### config.mk
export PLATFORM = sky130hd
export DESIGN_NAME = sec_rtc
export DESIGN_NICKNAME = d
export VERILOG_FILES = /design/src/rtl/sec_rtc_pkg.sv /design/src/rtl/sec_rtc_prescaler.sv /design/src/rtl/sec_rtc_seconds.sv /design/src/rtl/sec_rtc_events.sv /design/src/rtl/sec_rtc.sv
export SDC_FILE = /design/constraint.sdc
export NUM_CORES = 1
export LEC_CHECK = 0
export CORE_MARGIN = 1
export CORE_UTILIZATION = 65
export DETAILED_ROUTE_END_ITERATION = 16
export DONT_BUFFER_PORTS = 1
export PLACE_DENSITY = 0.91
export SYNTH_ARGS = -nofsm -noshare
export SYNTH_HDL_FRONTEND = slang
export SYNTH_SLANG_ARGS = --single-unit
### constraint.sdc
create_clock -name clk_i -period 6.9 [get_ports clk_i]
set_input_delay 1.38 -clock clk_i [delete_from_list [all_inputs] [get_ports clk_i]]
set_output_delay 1.38 -clock clk_i [all_outputs]
set_load 0.1 [all_outputs]
### src/rtl/sec_rtc_pkg.sv
package sec_rtc_pkg;
  localparam int ADDR_W = 4;

  typedef enum logic [1:0] {
    SEL_COUNT  = 2'd0,
    SEL_ALARM  = 2'd1,
    SEL_STATUS = 2'd2,
    SEL_TRIM   = 2'd3
  } reg_sel_e;

  // event index inside the flag bank; status bit = index (flag) or index+2 (enable)
  localparam int EV_ALARM = 0;
  localparam int EV_TICK  = 1;
  localparam int N_EV     = 2;
endpackage

### src/rtl/sec_rtc_prescaler.sv
module sec_rtc_prescaler #(
  parameter int DIV_W   = 16,
  parameter int EXT_W   = 8,
  parameter int IVL_W   = 8,
  parameter int DEF_DIV = 32767
) (
  input  logic             clk_i,
  input  logic             rst_ni,
  input  logic             slow_en_i,
  input  logic [DIV_W-1:0] div_i,
  input  logic [EXT_W-1:0] ext_i,
  input  logic [IVL_W-1:0] ivl_i,
  output logic             tick_o
);
  localparam int PRE_W = DIV_W + 1;

  logic [PRE_W-1:0] pre_q, target;
  logic [DIV_W-1:0] div_eff;
  logic [IVL_W-1:0] ivl_q;
  logic             ext_q;

  assign div_eff = (div_i == '0) ? DIV_W'(DEF_DIV) : div_i;
  assign target  = PRE_W'(div_eff) + (ext_q ? PRE_W'(ext_i) : '0);
  // >= keeps a shrunk divider from stalling the count
  assign tick_o  = slow_en_i && (pre_q >= target);

  always_ff @(posedge clk_i or negedge rst_ni) begin
    if (!rst_ni) begin
      pre_q <= '0;
    end else if (slow_en_i) begin
      pre_q <= tick_o ? '0 : pre_q + PRE_W'(1);
    end
  end

  always_ff @(posedge clk_i or negedge rst_ni) begin
    if (!rst_ni) begin
      ivl_q <= '0;
      ext_q <= 1'b0;
    end else if (tick_o) begin
      if (ivl_q >= ivl_i) begin
        ivl_q <= '0;
        ext_q <= 1'b1;
      end else begin
        ivl_q <= ivl_q + IVL_W'(1);
        ext_q <= 1'b0;
      end
    end
  end
endmodule

### src/rtl/sec_rtc_seconds.sv
module sec_rtc_seconds #(
  parameter int CNT_W = 32
) (
  input  logic             clk_i,
  input  logic             rst_ni,
  input  logic             tick_i,
  input  logic             load_i,
  input  logic             alarm_wr_i,
  input  logic [CNT_W-1:0] wdata_i,
  output logic [CNT_W-1:0] count_o,
  output logic [CNT_W-1:0] alarm_o,
  output logic             hit_o
);
  logic match_q, match;

  assign match = (count_o == alarm_o);
  assign hit_o = match && !match_q;

  always_ff @(posedge clk_i or negedge rst_ni) begin
    if (!rst_ni) begin
      count_o <= '0;
      alarm_o <= '0;
      match_q <= 1'b1;  // reset equality is not an event
    end else begin
      match_q <= match;
      if (load_i)      count_o <= wdata_i;
      else if (tick_i) count_o <= count_o + CNT_W'(1);
      if (alarm_wr_i)  alarm_o <= wdata_i;
    end
  end
endmodule

### src/rtl/sec_rtc_events.sv
module sec_rtc_events #(
  parameter int N = 2
) (
  input  logic         clk_i,
  input  logic         rst_ni,
  input  logic [N-1:0] set_i,
  input  logic [N-1:0] clr_i,
  input  logic         en_wr_i,
  input  logic [N-1:0] en_val_i,
  output logic [N-1:0] flag_o,
  output logic [N-1:0] en_o,
  output logic [N-1:0] irq_o
);
  for (genvar i = 0; i < N; i++) begin : g_ev
    always_ff @(posedge clk_i or negedge rst_ni) begin
      if (!rst_ni) begin
        flag_o[i] <= 1'b0;
        en_o[i]   <= 1'b0;
      end else begin
        flag_o[i] <= set_i[i] | (flag_o[i] & ~clr_i[i]);
        if (en_wr_i) en_o[i] <= en_val_i[i];
      end
    end
    assign irq_o[i] = flag_o[i] & en_o[i];
  end
endmodule

### src/rtl/sec_rtc.sv
module sec_rtc
  import sec_rtc_pkg::*;
#(
  parameter int DATA_W  = 32,
  parameter int DIV_W   = 16,
  parameter int EXT_W   = 8,
  parameter int DEF_DIV = 32767
) (
  input  logic              clk_i,
  input  logic              rst_ni,
  input  logic              slow_en_i,
  input  logic              wr_en_i,
  input  logic [ADDR_W-1:0] addr_i,
  input  logic [DATA_W-1:0] wdata_i,
  output logic [DATA_W-1:0] rdata_o,
  output logic              tick_irq_o,
  output logic              alarm_irq_o
);
  localparam int IVL_W = DATA_W - DIV_W - EXT_W;
  localparam int EXT_LO = DIV_W;
  localparam int IVL_LO = DIV_W + EXT_W;

  logic              aligned, tick, hit;
  reg_sel_e          sel;
  logic              cnt_ld, alm_wr, stat_wr, trim_wr;
  logic [DATA_W-1:0] trim_q, count, alarm;
  logic [N_EV-1:0]   flags, enables, irqs, ev_set, ev_clr;

  assign aligned = (addr_i[1:0] == 2'b00);
  assign sel     = reg_sel_e'(addr_i[3:2]);
  assign cnt_ld  = wr_en_i && aligned && (sel == SEL_COUNT);
  assign alm_wr  = wr_en_i && aligned && (sel == SEL_ALARM);
  assign stat_wr = wr_en_i && aligned && (sel == SEL_STATUS);
  assign trim_wr = wr_en_i && aligned && (sel == SEL_TRIM);

  always_ff @(posedge clk_i or negedge rst_ni) begin
    if (!rst_ni)      trim_q <= '0;
    else if (trim_wr) trim_q <= wdata_i;
  end

  sec_rtc_prescaler #(
    .DIV_W(DIV_W), .EXT_W(EXT_W), .IVL_W(IVL_W), .DEF_DIV(DEF_DIV)
  ) u_pre (
    .clk_i, .rst_ni, .slow_en_i,
    .div_i (trim_q[DIV_W-1:0]),
    .ext_i (trim_q[IVL_LO-1:EXT_LO]),
    .ivl_i (trim_q[DATA_W-1:IVL_LO]),
    .tick_o(tick)
  );

  sec_rtc_seconds #(.CNT_W(DATA_W)) u_sec (
    .clk_i, .rst_ni,
    .tick_i    (tick),
    .load_i    (cnt_ld),
    .alarm_wr_i(alm_wr),
    .wdata_i,
    .count_o   (count),
    .alarm_o   (alarm),
    .hit_o     (hit)
  );

  always_comb begin
    ev_set           = '0;
    ev_set[EV_TICK]  = tick;
    ev_set[EV_ALARM] = hit;
    ev_clr           = stat_wr ? wdata_i[N_EV-1:0] : '0;
  end

  sec_rtc_events #(.N(N_EV)) u_ev (
    .clk_i, .rst_ni,
    .set_i   (ev_set),
    .clr_i   (ev_clr),
    .en_wr_i (stat_wr),
    .en_val_i(wdata_i[2*N_EV-1:N_EV]),
    .flag_o  (flags),
    .en_o    (enables),
    .irq_o   (irqs)
  );

  assign tick_irq_o  = irqs[EV_TICK];
  assign alarm_irq_o = irqs[EV_ALARM];

  always_comb begin
    rdata_o = '0;
    if (aligned) begin
      unique case (sel)
        SEL_COUNT:  rdata_o = count;
        SEL_ALARM:  rdata_o = alarm;
        SEL_STATUS: rdata_o = {{(DATA_W-2*N_EV){1'b0}}, enables, flags};
        SEL_TRIM:   rdata_o = trim_q;
        default:    rdata_o = '0;
      endcase
    end
  end
endmodule

== Yosys cells after proc, flatten, opt, wreduce, memory -nomap -nowiden ==
Index checks and enable logic that the tools add are counted.

* Logic and storage cells: 51
* Flip-flop bits (word level): 127
* Input port bits: 40
* Output and inout bits: 34

* Bitwise gates (word level): 8
* Mux-type cells: 10
* Equality and inequality tests: 4
* Order comparisons: 2
* Add/subtract/negate cells: 4
* Reductions and logical operators: 12

{| class="wikitable"
|+ Operator list
! operator !! count
|-
| $pmux W32 S4 || 1
|-
| $mux W32 || 3
|-
| $add A32 B1 Y32 const B || 1
|-
| $eq A32 B32 Y1 || 1
|-
| $add A16 B17 Y17 || 1
|-
| $add A17 B1 Y17 const B || 1
|-
| $ge A17 B17 Y1 || 1
|-
| $mux W17 || 1
|-
| $logic_not A16 Y1 || 1
|-
| $mux W16 || 1
|-
| $mux W8 || 2
|-
| $add A8 B1 Y8 const B || 1
|-
| $ge A8 B8 Y1 || 1
|-
| $logic_and A1 B1 Y1 || 7
|-
| $and A1 B1 Y1 || 4
|-
| $eq A2 B2 Y1 const B || 2
|-
| $logic_not A2 Y1 || 2
|-
| $eq A2 B1 Y1 const B || 1
|-
| $mux W2 || 1
|-
| $not A1 Y1 || 2
|-
| $or A1 B1 Y1 || 2
|-
| $reduce_bool A2 Y1 || 1
|-
| $logic_not A1 Y1 || 1
|-
| $mux W1 || 1
|}

== Depth between registers and ports, before layout ==
Gate-level depths: netlist of the first run.

* Depth after elaboration: 7
* Depth in mapped cells: 22

== By module ==
A second synthesis of the first run with hierarchy kept.

* Cell total of the unflattened synthesis: 849
* Area, all modules: 8441.8 um^2

{| class="wikitable"
|+ By module, submodules not included
! module !! cells an instance !! instances !! area an instance (um^2)
|-
| sec_rtc_seconds || 352 || 1 || 3540.9
|-
| sec_rtc_prescaler || 302 || 1 || 2508.7
|-
| sec_rtc || 183 || 1 || 2227.1
|-
| sec_rtc_events || 12 || 1 || 165.2
|}

== Worst setup path after synthesis of the first run ==
Ideal clock, no wire load.

* Path kind: input -> output
* From: input addr_i[3]
* To: output rdata_o[11]
* Stages on the path: 6
* Arrival: 3.803 ns
* Required time: 5.520 ns
* Path slack: 1.717 ns
* Cells stage by stage: clkbuf_1 and2_1 clkbuf_1 buf_1 a21oi_1 nor2_1

* Longest elaborated chain between the ends: 3
* Elaborated cells between the ends (all ways): 6

{| class="wikitable"
|+ RTL lines
! what !! RTL line !! source
|-
| start: declaration || sec_rtc.sv:13 || <nowiki>input logic [ADDR_W-1:0] addr_i,</nowiki>
|-
| $eq A2 B2 Y1, or another cell as far along || sec_rtc.sv:86 || <nowiki>unique case (sel)</nowiki>
|-
| $pmux W32 S4 (*) || sec_rtc.sv:86 ||
|-
| $mux W32 (*) || sec_rtc.sv:85 || <nowiki>if (aligned) begin</nowiki>
|-
| end: declaration || sec_rtc.sv:15 || <nowiki>output logic [DATA_W-1:0] rdata_o,</nowiki>
|}

Every way passes the cells marked *; elsewhere a longest branch is shown, timed or not.

== Final worst setup path of the first run ==
* From: register trim_q[11]
* To: register u_sec.count_o[0]

* Longest elaborated chain between the ends: 6

{| class="wikitable"
|+ RTL lines
! what !! RTL line !! source
|-
| start: declaration || sec_rtc.sv:26 || <nowiki>logic [DATA_W-1:0] trim_q, count, alarm;</nowiki>
|-
| start signal: assignment || sec_rtc.sv:38 || <nowiki>else if (trim_wr) trim_q <= wdata_i;</nowiki>
|-
| $logic_not A16 Y1 || sec_rtc_prescaler.sv:22 || <nowiki>assign div_eff = (div_i == '0) ? DIV_W'(DEF_DIV) : div_i;</nowiki>
|-
| $mux W16 (*) || sec_rtc_prescaler.sv:22 ||
|-
| $add A16 B17 Y17 (*) || sec_rtc_prescaler.sv:23 || <nowiki>assign target = PRE_W'(div_eff) + (ext_q ? PRE_W'(ext_i) : '0);</nowiki>
|-
| $ge A17 B17 Y1 (*) || sec_rtc_prescaler.sv:25 || <nowiki>assign tick_o = slow_en_i && (pre_q >= target);</nowiki>
|-
| $logic_and A1 B1 Y1 (*) || sec_rtc_prescaler.sv:25 ||
|-
| $reduce_bool A2 Y1 (no source line) (*) || n/a ||
|-
| end signal: assignment || sec_rtc_seconds.sv:26 || <nowiki>if (load_i) count_o <= wdata_i;</nowiki>
|-
| end signal: assignment || sec_rtc_seconds.sv:27 || <nowiki>else if (tick_i) count_o <= count_o + CNT_W'(1);</nowiki>
|-
| end: declaration || sec_rtc_seconds.sv:10 || <nowiki>output logic [CNT_W-1:0] count_o,</nowiki>
|}

Marks and branches as above.
A chain may end at the register's enable or synchronous reset.

==> results of run 1 <==
-- Yosys cell counts (2+ instances only) --
master	instances
sky130_fd_sc_hd__or4_1	2
sky130_fd_sc_hd__a22o_1	6
sky130_fd_sc_hd__or2_1	3
sky130_fd_sc_hd__o22ai_1	2
sky130_fd_sc_hd__buf_2	4
sky130_fd_sc_hd__nor3b_1	2
sky130_fd_sc_hd__a211oi_1	13
sky130_fd_sc_hd__nand2b_1	13
sky130_fd_sc_hd__mux4_2	4
sky130_fd_sc_hd__o2111ai_1	2
sky130_fd_sc_hd__o211ai_1	2
sky130_fd_sc_hd__inv_1	30
sky130_fd_sc_hd__nand4_1	14
sky130_fd_sc_hd__nor4_1	14
sky130_fd_sc_hd__and4_1	7
sky130_fd_sc_hd__o21ai_0	14
sky130_fd_sc_hd__a21boi_1	2
sky130_fd_sc_hd__xnor2_1	34
sky130_fd_sc_hd__a31oi_1	4
sky130_fd_sc_hd__nor2b_1	3
sky130_fd_sc_hd__ha_1	36
sky130_fd_sc_hd__a21oi_1	85
sky130_fd_sc_hd__mux2_2	67
sky130_fd_sc_hd__and2_1	18
sky130_fd_sc_hd__nor2_1	114
sky130_fd_sc_hd__nand3_1	17
sky130_fd_sc_hd__xor2_1	48
sky130_fd_sc_hd__o21ai_1	7
sky130_fd_sc_hd__o31ai_1	3
sky130_fd_sc_hd__o2bb2ai_1	2
sky130_fd_sc_hd__mux2i_1	28
sky130_fd_sc_hd__o21bai_1	3
sky130_fd_sc_hd__nand2_1	40
sky130_fd_sc_hd__clkbuf_1	37
sky130_fd_sc_hd__dfrtp_1	126
sky130_fd_sc_hd__a21o_1	3
sky130_fd_sc_hd__a2111oi_2	2
sky130_fd_sc_hd__or3_1	4
sky130_fd_sc_hd__a2111oi_0	3
sky130_fd_sc_hd__and3_1	9
-- final timing paths --
check	endpoint	slack (ns)	cells past startpoint
min in group asynchronous	u_pre.ivl_q[6]	0.65	0
max reg2reg	u_sec.count_o[0]	0.64	21
min reg2reg	trim_q[31]	0.53	1
min	trim_q[31]	0.53	1
max in group asynchronous	u_sec.match_q	6.01	0
max	u_sec.count_o[0]	0.64	21
-- area by class of cell --
| type | count | area, um^2 |
|---|---|---|
| Fill cell | 762 | 3230 |
| Timing Repair Buffer | 5 | 37.5 |
| Sequential cell | 127 | 3180 |
| Clock inverter | 10 | 136 |
| Clock buffer | 22 | 464 |
| Antenna cell | 1 | 2.50 |
| Multi-Input combinational cell | 645 | 4690 |
| Tap cell | 168 | 210 |
| Inverter | 30 | 113 |
-- logic make-up (layout without fill, tap and decap cells) --
kind of cell | after synthesis | after routing | share of synthesized area, %
and+or+nand+nor | 266 | 266 | 16.1
buffers and inverters | 73 | 67 | 3.50
xor gates and xnor gates | 82 | 82 | 8.89
muxes | 99 | 99 | 13.9
other | 0 | 1 | 0
adders and majority gates | 37 | 37 | 5.83
DFF | 127 | 127 | 39.4
AOI/OAI and AO/OA | 161 | 161 | 12.3
-- sequential cells by signal, summed over array words and instances (netlist names) --
name           count
u_sec.match_q      1
trim_q            32
u_ev.flag_o        2
u_sec.count_o     32
u_ev.en_o          2
u_pre.pre_q       17
u_sec.alarm_o     32
u_pre.ivl_q        8
u_pre.ext_q        1
-- report_power, final --
group          internal, W  leakage (nW)  switching [W]  total (W)
Sequential        0.000911          1.54       0.000234    0.00114
Combinational     0.000369          1.98       0.000510   0.000879
Clock             0.000586         0.298       0.000340   0.000925
-- routing by layer --
layer | up-vias | GRT usage (%) | wire length (um)
met5 | - | 0 | 0
met2 | 401 | 54.0 | 9930
li1 | 2954 | - | -
met1 | 3255 | 47.9 | 8840
met3 | 62 | 9.19 | 2030
met4 | 0 | 16.5 | 813
-- cells in the final DEF (no fill, tap or decap), drive strengths merged, types with 7 or more instances in the layout --
| cell | instances |
|---|---|
| a211oi | 13 |
| a21oi | 85 |
| and2 | 18 |
| and3 | 9 |
| and4 | 7 |
| clkbuf | 22 |
| clkinv | 7 |
| dfrtp | 126 |
| ha | 36 |
| inv | 30 |
| mux2 | 67 |
| mux2i | 28 |
| nand2 | 40 |
| nand2b | 13 |
| nand3 | 17 |
| nand4 | 15 |
| nor2 | 114 |
| nor4 | 14 |
| o21ai | 21 |
| xnor2 | 34 |
| xor2 | 48 |
-- worst max-delay path, stage by stage (launching register included) --
cell,delay [ns]
sky130_fd_sc_hd__dfrtp_1,0.45
sky130_fd_sc_hd__nor4_1,0.43
sky130_fd_sc_hd__nand4_1,0.42
sky130_fd_sc_hd__nand2b_1,0.21
sky130_fd_sc_hd__ha_1,0.21
sky130_fd_sc_hd__fa_1,0.23
sky130_fd_sc_hd__a21oi_1,0.08
sky130_fd_sc_hd__o21bai_1,0.19
sky130_fd_sc_hd__a21oi_1,0.13
sky130_fd_sc_hd__o21ai_0,0.41
sky130_fd_sc_hd__nand2_1,0.24
sky130_fd_sc_hd__o21ai_0,0.26
sky130_fd_sc_hd__o311a_1,0.21
sky130_fd_sc_hd__ha_1,0.24
sky130_fd_sc_hd__a21oi_1,0.14
sky130_fd_sc_hd__o21ai_1,0.08
sky130_fd_sc_hd__a21oi_1,0.14
sky130_fd_sc_hd__buf_4,0.19
sky130_fd_sc_hd__nand2b_1,0.62
sky130_fd_sc_hd__nand2_1,0.67
sky130_fd_sc_hd__xnor2_1,0.37
sky130_fd_sc_hd__a21oi_1,0.14
-- stage by stage --
stage                     total power [W]  hold WS, ns
final                             0.00295        0.533
after global routing              0.00308        0.557
after CTS                         0.00293        0.532
after detailed placement          0.00199        0.517
after global placement            0.00194        0.507
after floorplan                   0.00177        0.454
==> flow_summary.json, run 1 <==
{
  "timing.final.max_slew_violations": 0,
  "dominantRegCellSynth": "sky130_fd_sc_hd__dfrtp_1",
  "numCtsBuffers": 17,
  "rows": 40,
  "rsz0062_at_grt": "no",
  "postSynthRegisterBits": 127,
  "power-per-cell-area_nw_per_um2": 334,
  "dpl_worst_slack_ns": 0.990,
  "dp_hpwl_um": 14800,
  "gp_congestion": 0.973,
  "clock_tree.htree_level_count": 4,
  "detail_route.iter0.violations": 700,
  "antenna_found_initial": 1,
  "synth_cell_types": 58,
  "final_min_period_over_clock_period_pct": 90.7,
  "clock_sinks": 127,
  "hold_violations": 0,
  "detail_route.wirelength_um": 21600,
  "synth-seq-area-share_pct": 39.4,
  "achievable-frequency_ghz": 0.160,
  "share_of_post_route_cells_with_drive_strength_above_1_pct": 16.9,
  "numPortBuffers": 0,
  "asyncSetResetFlopFracSynth_pct": 100,
  "first_global_vias": 6430,
  "worst_setup_path_startpoint": "trim_q[11]",
  "syn-num-nets": 922,
  "cp_data_arrival_time_ns": 6.49,
  "vdd_drop_max_mv": 0.280,
  "layoutNonFillerInstCount": 1008,
  "die_w_um": 113,
  "fin_tns_setup_ns": 0,
  "layout_setup_ws_ns": 0.640,
  "placed_area_um2": 8230,
  "start_util_pct": 67.0,
  "critical_path_required_ns": 7.13,
  "finalSetupViolations": 0,
  "drc": 0,
  "design_area_um2": 8830,
  "nNetsFinal": 903,
  "hold_path.class": "flop to flop",
  "height_of_the_chip_um": 113,
  "post_cts_sizing": 0,
  "post_cts_buffers": 0,
  "worst-path-max-fanout": 20,
  "share_of_the_core_filled_with_cells_in_the_final_layout_pct": 73.2,
  "category_of_the_worst_setup_path_launch_point": "flop",
  "synth.cell_area_um2": 8080,
  "status": "complete, no violations",
  "routedWlPerCell_um": 21.4,
  "netlist_instances": 845,
  "die_area_um2": 12900,
  "route.antenna.remaining_nets": 0,
  "io_pins": 74,
  "synth_top_cell_area_share_pct": 39.0,
  "grt_first_pass_wirelength_um": 34400,
  "clock_tree.root_cell": "sky130_fd_sc_hd__clkbuf_16",
  "global_route.overflow_total": 0,
  "register_clock_pin_slew_on_the_reported_worst_setup_and_hold_paths_ns": 0.06,
  "hold_start": "trim_q[31]",
  "floorplan.core_area_um2": 12100,
  "dp.cells": 975,
  "leading_cell_types_by_total_area_after_synthesis": "sky130_fd_sc_hd__dfrtp_1, sky130_fd_sc_hd__mux2_2, sky130_fd_sc_hd__ha_1, sky130_fd_sc_hd__nor2_1, sky130_fd_sc_hd__a21oi_1",
  "synth-edff-count": 0,
  "drv_cap": 0,
  "slew_at_the_pin_closest_to_its_max_slew_limit_ns": 1.28,
  "area_growth_from_synthesis_to_final_layout_pct": 9.37,
  "cts_hold_repair.buffers": 0,
  "cts_buffer_depth": 2,
  "clock_tree_from_tritoncts": "built",
  "fin_worst_skew_ns": 0.00827,
  "grt_max_degree": 128,
  "period_minus_slack_ns": 6.26,
  "drt_pass1_iterations": 5,
  "drt-vias-per-instance": 6.62,
  "timing.setup.critical_path_class": "flop to flop",
  "route.vias.total": 6672,
  "clock_latency_of_the_later_clocked_register_in_the_worst_skew_pair_ns": 0.43,
  "post_synth.cell_area_avg_um2": 9.56,
  "rr_startpoint": "trim_q[11]",
  "power_leakage_nw": 3.82,
  "synth.largest_area_cell": "sky130_fd_sc_hd__dfrtp_1",
  "timing.max_slew.rel_slack_pct": 14.9,
  "worst_setup_path_end_kind": "flop",
  "gr-usage-all-layers_pct": 35.5,
  "synth_warnings": 0
}
Note: power is estimated with default switching activity, not from simulation.
==> inputs of run 2 (changes only) <==
Settings changed: REMOVE_ABC_BUFFERS from default to 1.
==> run 2 against run 1 <==
Routed wire length increased by 2.6%. Utilization increased by 0.37 points. Die area is the same. Largest cell class unchanged.
==> flow_summary.json, run 2 (synthesis results as in run 1) <==
{
  "status": "complete, no violations",
  "drc": 0,
  "floorplan.core_area_um2": 12100,
  "critical_path.slowest_cell": "sky130_fd_sc_hd__nand2b_1",
  "fin_worst_skew_ns": 0.00869,
  "critical_path_required_ns": 7.21,
  "clock_latency_of_the_later_clocked_register_in_the_worst_skew_pair_ns": 0.44,
  "io_pins": 74,
  "crit-reg2reg-capture": "u_pre.ivl_q[0]",
  "finalSetupViolations": 0,
  "numCtsBuffers": 17,
  "die_area_um2": 12900,
  "final_cell_mix": "sky130_fd_sc_hd__dfrtp_1, sky130_fd_sc_hd__nor2_1, sky130_fd_sc_hd__a21oi_1, sky130_fd_sc_hd__mux2_2, sky130_fd_sc_hd__xor2_1",
  "dp_hpwl_um": 14800,
  "cpPeakStageDelay_ns": 0.60,
  "routedWlPerCell_um": 22.0,
  "cts_buffer_depth": 2,
  "timing.critical_path.mode_cell": "sky130_fd_sc_hd__a21oi_1",
  "share_of_post_route_cells_with_drive_strength_above_1_pct": 17.3,
  "detail_route.iter0.violations": 720,
  "achievable-frequency_ghz": 0.169,
  "height_of_the_chip_um": 113,
  "worstPathCellList": "nor4_1 -> nand4_1 -> nand2b_1 -> ha_1 -> fa_1 -> a21oi_1 -> o21bai_1 -> a21oi_1 -> o21ai_0 -> nand2_1 -> o21ai_0 -> o311a_1 -> ha_1 -> a21oi_1 -> o21ai_1 -> a21oi_1 -> buf_4 -> nand2b_1 -> and2_1 -> nor2_1 -> mux2_2",
  "clock_sinks": 127,
  "numPortBuffers": 0,
  "die_w_um": 113,
  "area_growth_from_synthesis_to_final_layout_pct": 9.93,
  "reg2regPathDepth": 21,
  "gr-usage-all-layers_pct": 36.5,
  "global_route.overflow_total": 0,
  "worst_setup_path_end_kind": "flop",
  "clock_tree_from_tritoncts": "built",
  "reg_top3": "trim_q: 32 flops, u_sec.alarm_o: 32 flops, u_sec.count_o: 32 flops",
  "clock_tree.root_cell": "sky130_fd_sc_hd__clkbuf_16",
  "hold_path.class": "flop to flop",
  "route.antenna.remaining_nets": 0,
  "clock_tree.htree_level_count": 4,
  "first_global_vias": 6609,
  "worst-r2r-setup-slack_ns": 0.97,
  "gp_congestion": 0.893,
  "timing.max_slew.rel_slack_pct": 16.6,
  "fin_tns_setup_ns": 0,
  "grt_max_degree": 128,
  "slew_at_the_pin_closest_to_its_max_slew_limit_ns": 1.25,
  "worst-path-max-fanout": 20,
  "nNetsFinal": 903,
  "power-per-cell-area_nw_per_um2": 340,
  "rows": 40,
  "rsz0062_at_grt": "no",
  "rr_startpoint": "trim_q[8]",
  "register_clock_pin_slew_on_the_reported_worst_setup_and_hold_paths_ns": 0.06,
  "share_of_the_core_filled_with_cells_in_the_final_layout_pct": 73.6,
  "period_minus_slack_ns": 5.93,
  "timing.final.max_slew_violations": 0,
  "post_cts_sizing": 0,
  "cts_hold_repair.buffers": 0,
  "antennaDiodeCount": 0,
  "cp_data_arrival_time_ns": 6.24,
  "drv_cap": 0,
  "hold_violations": 0,
  "hold-path-endpoint": "trim_q[20]",
  "final_min_period_over_clock_period_pct": 85.9,
  "grt_first_pass_wirelength_um": 35500,
  "hold_path_depth": 1,
  "power_leakage_nw": 3.84,
  "detail_route.wirelength_um": 22200,
  "antenna_found_initial": 0,
  "start_util_pct": 67.0,
  "post_cts_buffers": 0,
  "category_of_the_worst_setup_path_launch_point": "flop",
  "vdd_drop_max_mv": 0.217,
  "timing.setup.critical_path_class": "flop to flop",
  "drt_pass1_iterations": 6,
  "layout_commonest_cell": "sky130_fd_sc_hd__dfrtp_1",
  "hold_start": "trim_q[20]",
  "drt-vias-per-instance": 6.61,
  "route.vias.total": 6661
}
-- run 2: power by group --
part | internal, W | leakage (nW) | switching, W
registers | 0.000910 | 1.54 | 0.000234
clock network | 0.000635 | 0.317 | 0.000353
logic | 0.000372 | 1.98 | 0.000516
total | 0.00192 | 3.84 | 0.00110
-- run 2: worst max-delay path by stage --
stage               slack, ns  startpoint  cells after the start                to
floorplan                1.89  trim_q[11]                     18  u_sec.count_o[0]
global placement         1.40   trim_q[8]                     20  u_sec.count_o[0]
detailed placement       1.25   trim_q[8]                     20  u_sec.count_o[0]
CTS                      1.14   trim_q[8]                     20    u_pre.ivl_q[0]
global route             0.48   trim_q[8]                     21    u_pre.ivl_q[0]
finish                   0.97   trim_q[8]                     21    u_pre.ivl_q[0]
-- run 2: metal layers --
metal  vias to the layer above  track usage [%]  wire (um)
met3                        78             6.96       1780
li1                       2971                -          -
met5                         -                0          0
met2                       360             58.5      10400
met4                         0             17.4        870
met1                      3252             48.0       9140
-- run 2: layout make-up --
type / instances / area [um^2]
inverters: 30 / 113
clock buffers: 20 / 467
multi-input cells: 645 / 4690
clock inverters: 12 / 181
well taps: 168 / 210
flip-flops and latches: 127 / 3180
repair buffers: 5 / 37.5
fillers: 798 / 3180
-- run 2: stage by stage --
step | total power [W] | worst slack (ns) | instances | hold WS [ns] | instance area [um^2]
3_5_place_dp | 0.00199 | 1.25 | 975 | 0.498 | 8230
4_1_cts | 0.00300 | 1.14 | 1007 | 0.529 | 8880
3_3_place_gp | 0.00195 | 1.40 | 975 | 0.507 | 8230
6_report | 0.00302 | 0.972 | 1007 | 0.530 | 8880
2_1_floorplan | 0.00176 | 1.89 | 802 | 0.454 | 7910
5_1_grt | 0.00316 | 0.485 | 1007 | 0.552 | 8880
-- run 2: worst max-delay path, delay by kind of cell (launching register included) --
family / cells / cell delay (ns)
buffers and inverters: 1 / 0.19
multiplexers: 1 / 0.35
flip-flops: 1 / 0.46
AO/OA/AOI/OAI: 9 / 1.48
AND/OR/NAND/NOR: 7 / 2.66
adder cells (fa/ha/maj): 3 / 0.66
==> inputs of run 3 (changes only) <==
--- a/config.mk
+++ b/config.mk
@@ -11,3 +11,3 @@
 export DONT_BUFFER_PORTS = 1
-export PLACE_DENSITY = 0.91
+export PLACE_DENSITY = 0.81
 export REMOVE_ABC_BUFFERS = 1
==> constraint.sdc (replaced) <==
create_clock -name clk_i -period 6.9 [get_ports clk_i]
set_input_delay 1.035 -clock clk_i [delete_from_list [all_inputs] [get_ports clk_i]]
set_output_delay 1.035 -clock clk_i [all_outputs]
set_load 0.1 [all_outputs]
==> run 3 against run 2 <==
Sequential power is essentially flat. Die area unchanged. Clock power shrank 10%. Global-route usage up 0.28 points. Largest cell class unchanged. Largest power group unchanged. Highest routed layer unchanged.
==> flow_summary.json, run 3 (synthesis results as in run 1) <==
{
  "status": "complete, no violations",
  "area_growth_from_synthesis_to_final_layout_pct": 9.06,
  "timing.final.max_slew_violations": 0,
  "antenna_found_initial": 0,
  "nNetsFinal": 903,
  "post_cts_sizing": 0,
  "clock_latency_of_the_later_clocked_register_in_the_worst_skew_pair_ns": 0.43,
  "placed_area_um2": 8230,
  "clock_tree.root_cell": "sky130_fd_sc_hd__clkbuf_16",
  "part_of_the_total_power_dissipated_in_sequential_elements_pct": 39.2,
  "gp_congestion": 0.917,
  "route.vias.total": 6537,
  "period_minus_slack_ns": 6.14,
  "power.combinational.fraction_pct": 30.4,
  "register_clock_pin_slew_on_the_reported_worst_setup_and_hold_paths_ns": 0.06,
  "cp_data_arrival_time_ns": 6.40,
  "rr_startpoint": "trim_q[12]",
  "part_of_the_total_power_dissipated_in_the_clock_network_pct": 30.4,
  "clock_tree.htree_level_count": 4,
  "final.fill_count": 890,
  "grt_first_pass_wirelength_um": 35300,
  "drt_pass1_iterations": 5,
  "critical_path_required_ns": 7.15,
  "slew_at_the_pin_closest_to_its_max_slew_limit_ns": 1.21,
  "numPortBuffers": 0,
  "detail_route.iter0.violations": 532,
  "rsz0062_at_grt": "no",
  "die_w_um": 113,
  "fin_tns_setup_ns": 0,
  "global_route.overflow_total": 0,
  "die_area_um2": 12900,
  "start_util_pct": 67.0,
  "reg_top3": "trim_q: 32 flops, u_sec.alarm_o: 32 flops, u_sec.count_o: 32 flops",
  "category_of_the_worst_setup_path_launch_point": "flop",
  "hold_violations": 0,
  "power-per-cell-area_nw_per_um2": 330,
  "worst_setup_path_startpoint": "trim_q[12]",
  "route.antenna.remaining_nets": 0,
  "drt-vias-per-instance": 6.50,
  "layout_commonest_cell": "sky130_fd_sc_hd__dfrtp_1",
  "power_switching_w": 0.00109,
  "gr-usage-all-layers_pct": 36.8,
  "antennaDiodeCount": 0,
  "floorplan.core_area_um2": 12100,
  "worst_setup_path_end_kind": "flop",
  "dp_hpwl_um": 15500,
  "share_of_the_core_filled_with_cells_in_the_final_layout_pct": 73.0,
  "clock_tree_from_tritoncts": "built",
  "share_of_post_route_cells_with_drive_strength_above_1_pct": 17.2,
  "design_area_um2": 8810,
  "cts_buffer_depth": 2,
  "multi_input_comb_area_um2": 4690,
  "finalSetupViolations": 0,
  "power_leakage_nw": 3.80,
  "drv_cap": 0,
  "timing.max_slew.rel_slack_pct": 19.4,
  "height_of_the_chip_um": 113,
  "clock_sinks": 127,
  "hold_path.class": "input pin to asynchronous set/reset pin",
  "first_global_vias": 6567,
  "detail_route.wirelength_um": 22400,
  "final_min_period_over_clock_period_pct": 89.0,
  "numCtsBuffers": 17,
  "cts_hold_repair.buffers": 0,
  "io_pins": 74,
  "routedWlPerCell_um": 22.2,
  "achievable-frequency_ghz": 0.163,
  "post_cts_buffers": 0,
  "fin_worst_skew_ns": 0.00822,
  "final-seq-area_um2": 3180,
  "worst-path-max-fanout": 20,
  "vdd_drop_max_mv": 0.272,
  "power.internal_w": 0.00182,
  "grt_max_degree": 128,
  "drc": 0,
  "timing.setup.critical_path_class": "flop to flop",
  "power.switching_fraction_pct": 37.4,
  "final_cell_mix": "sky130_fd_sc_hd__dfrtp_1, sky130_fd_sc_hd__nor2_1, sky130_fd_sc_hd__a21oi_1, sky130_fd_sc_hd__mux2_2, sky130_fd_sc_hd__xor2_1",
  "rows": 40
}
==> run 3: cell types whose count changed in the layout (fill, tap and decap cells not counted) <==
cell	delta
sky130_fd_sc_hd__clkinvlp_4	+1
sky130_fd_sc_hd__clkinv_2	+2
sky130_fd_sc_hd__clkbuf_8	-2
sky130_fd_sc_hd__bufinv_16	-2
==> run 3: final timing paths <==
check,endpoint,slack (ns),depth (start not counted)
hold reg to reg,trim_q[18],0.54,1
hold / removal,u_pre.pre_q[13],0.30,0
setup / recovery,u_sec.count_o[0],0.76,20
max in group asynchronous,u_sec.match_q,6.35,0
min in group clk_i,trim_q[18],0.54,1
setup reg to reg,u_sec.count_o[0],0.76,20
==> run 3: area by class of cell <==
cell class | count | area share, %
clock inverter | 13 | 1.58
tap | 168 | 2.39
timing repair buffer | 5 | 0.426
clock buffer | 18 | 4.99
inverter | 30 | 1.28
multi-input combinational | 645 | 53.2
sequential | 127 | 36.1
==> run 3: per-layer routing <==
layer  global-route usage, %  vias up  share of wire (%)
li1                        -     2948                  -
met1                    43.9     3216                 39
met2                    62.8      308                 50
met3                    9.51       65                7.2
met4                    15.9        0                3.8
met5                       0        -                  0
==> run 3: stage by stage <==
| stage | hold slack [ns] | power, W | setup WS [ns] | std cells |
|---|---|---|---|---|
| after global placement | 0.511 | 0.00195 | 1.21 | 975 |
| after CTS | 0.286 | 0.00290 | 0.829 | 1006 |
| after floorplan | 0.454 | 0.00176 | 1.89 | 802 |
| final | 0.300 | 0.00291 | 0.757 | 1006 |
| after detailed placement | 0.527 | 0.00200 | 0.878 | 975 |
| after global routing | 0.283 | 0.00305 | 0.0975 | 1006 |
==> run 3: critical path: stages, from the launching register on <==
cell and delay (ns):
sky130_fd_sc_hd__dfrtp_1 0.46, sky130_fd_sc_hd__nor4_1 0.40, sky130_fd_sc_hd__nand4_1 0.42, sky130_fd_sc_hd__nand2b_1 0.20, sky130_fd_sc_hd__ha_1 0.21, sky130_fd_sc_hd__fa_1 0.22
sky130_fd_sc_hd__a21oi_1 0.09, sky130_fd_sc_hd__o21bai_1 0.23, sky130_fd_sc_hd__a21oi_1 0.12, sky130_fd_sc_hd__o21ai_0 0.36, sky130_fd_sc_hd__nand2_1 0.24, sky130_fd_sc_hd__o311a_1 0.36
sky130_fd_sc_hd__ha_1 0.29, sky130_fd_sc_hd__a21oi_1 0.14, sky130_fd_sc_hd__o21ai_1 0.09, sky130_fd_sc_hd__a21oi_1 0.17, sky130_fd_sc_hd__buf_4 0.21, sky130_fd_sc_hd__nand2b_1 0.65
sky130_fd_sc_hd__nand2_1 0.68, sky130_fd_sc_hd__xnor2_1 0.34, sky130_fd_sc_hd__a21oi_1 0.10
==> run 3: power by group through the flow <==
stage	clock network (W)	logic (W)	registers, W
floorplan	0	0.000686	0.00107
global placement	0	0.000822	0.00113
detailed placement	0	0.000863	0.00114
CTS	0.000892	0.000874	0.00113
global route	0.000925	0.000959	0.00116
finish	0.000885	0.000884	0.00114
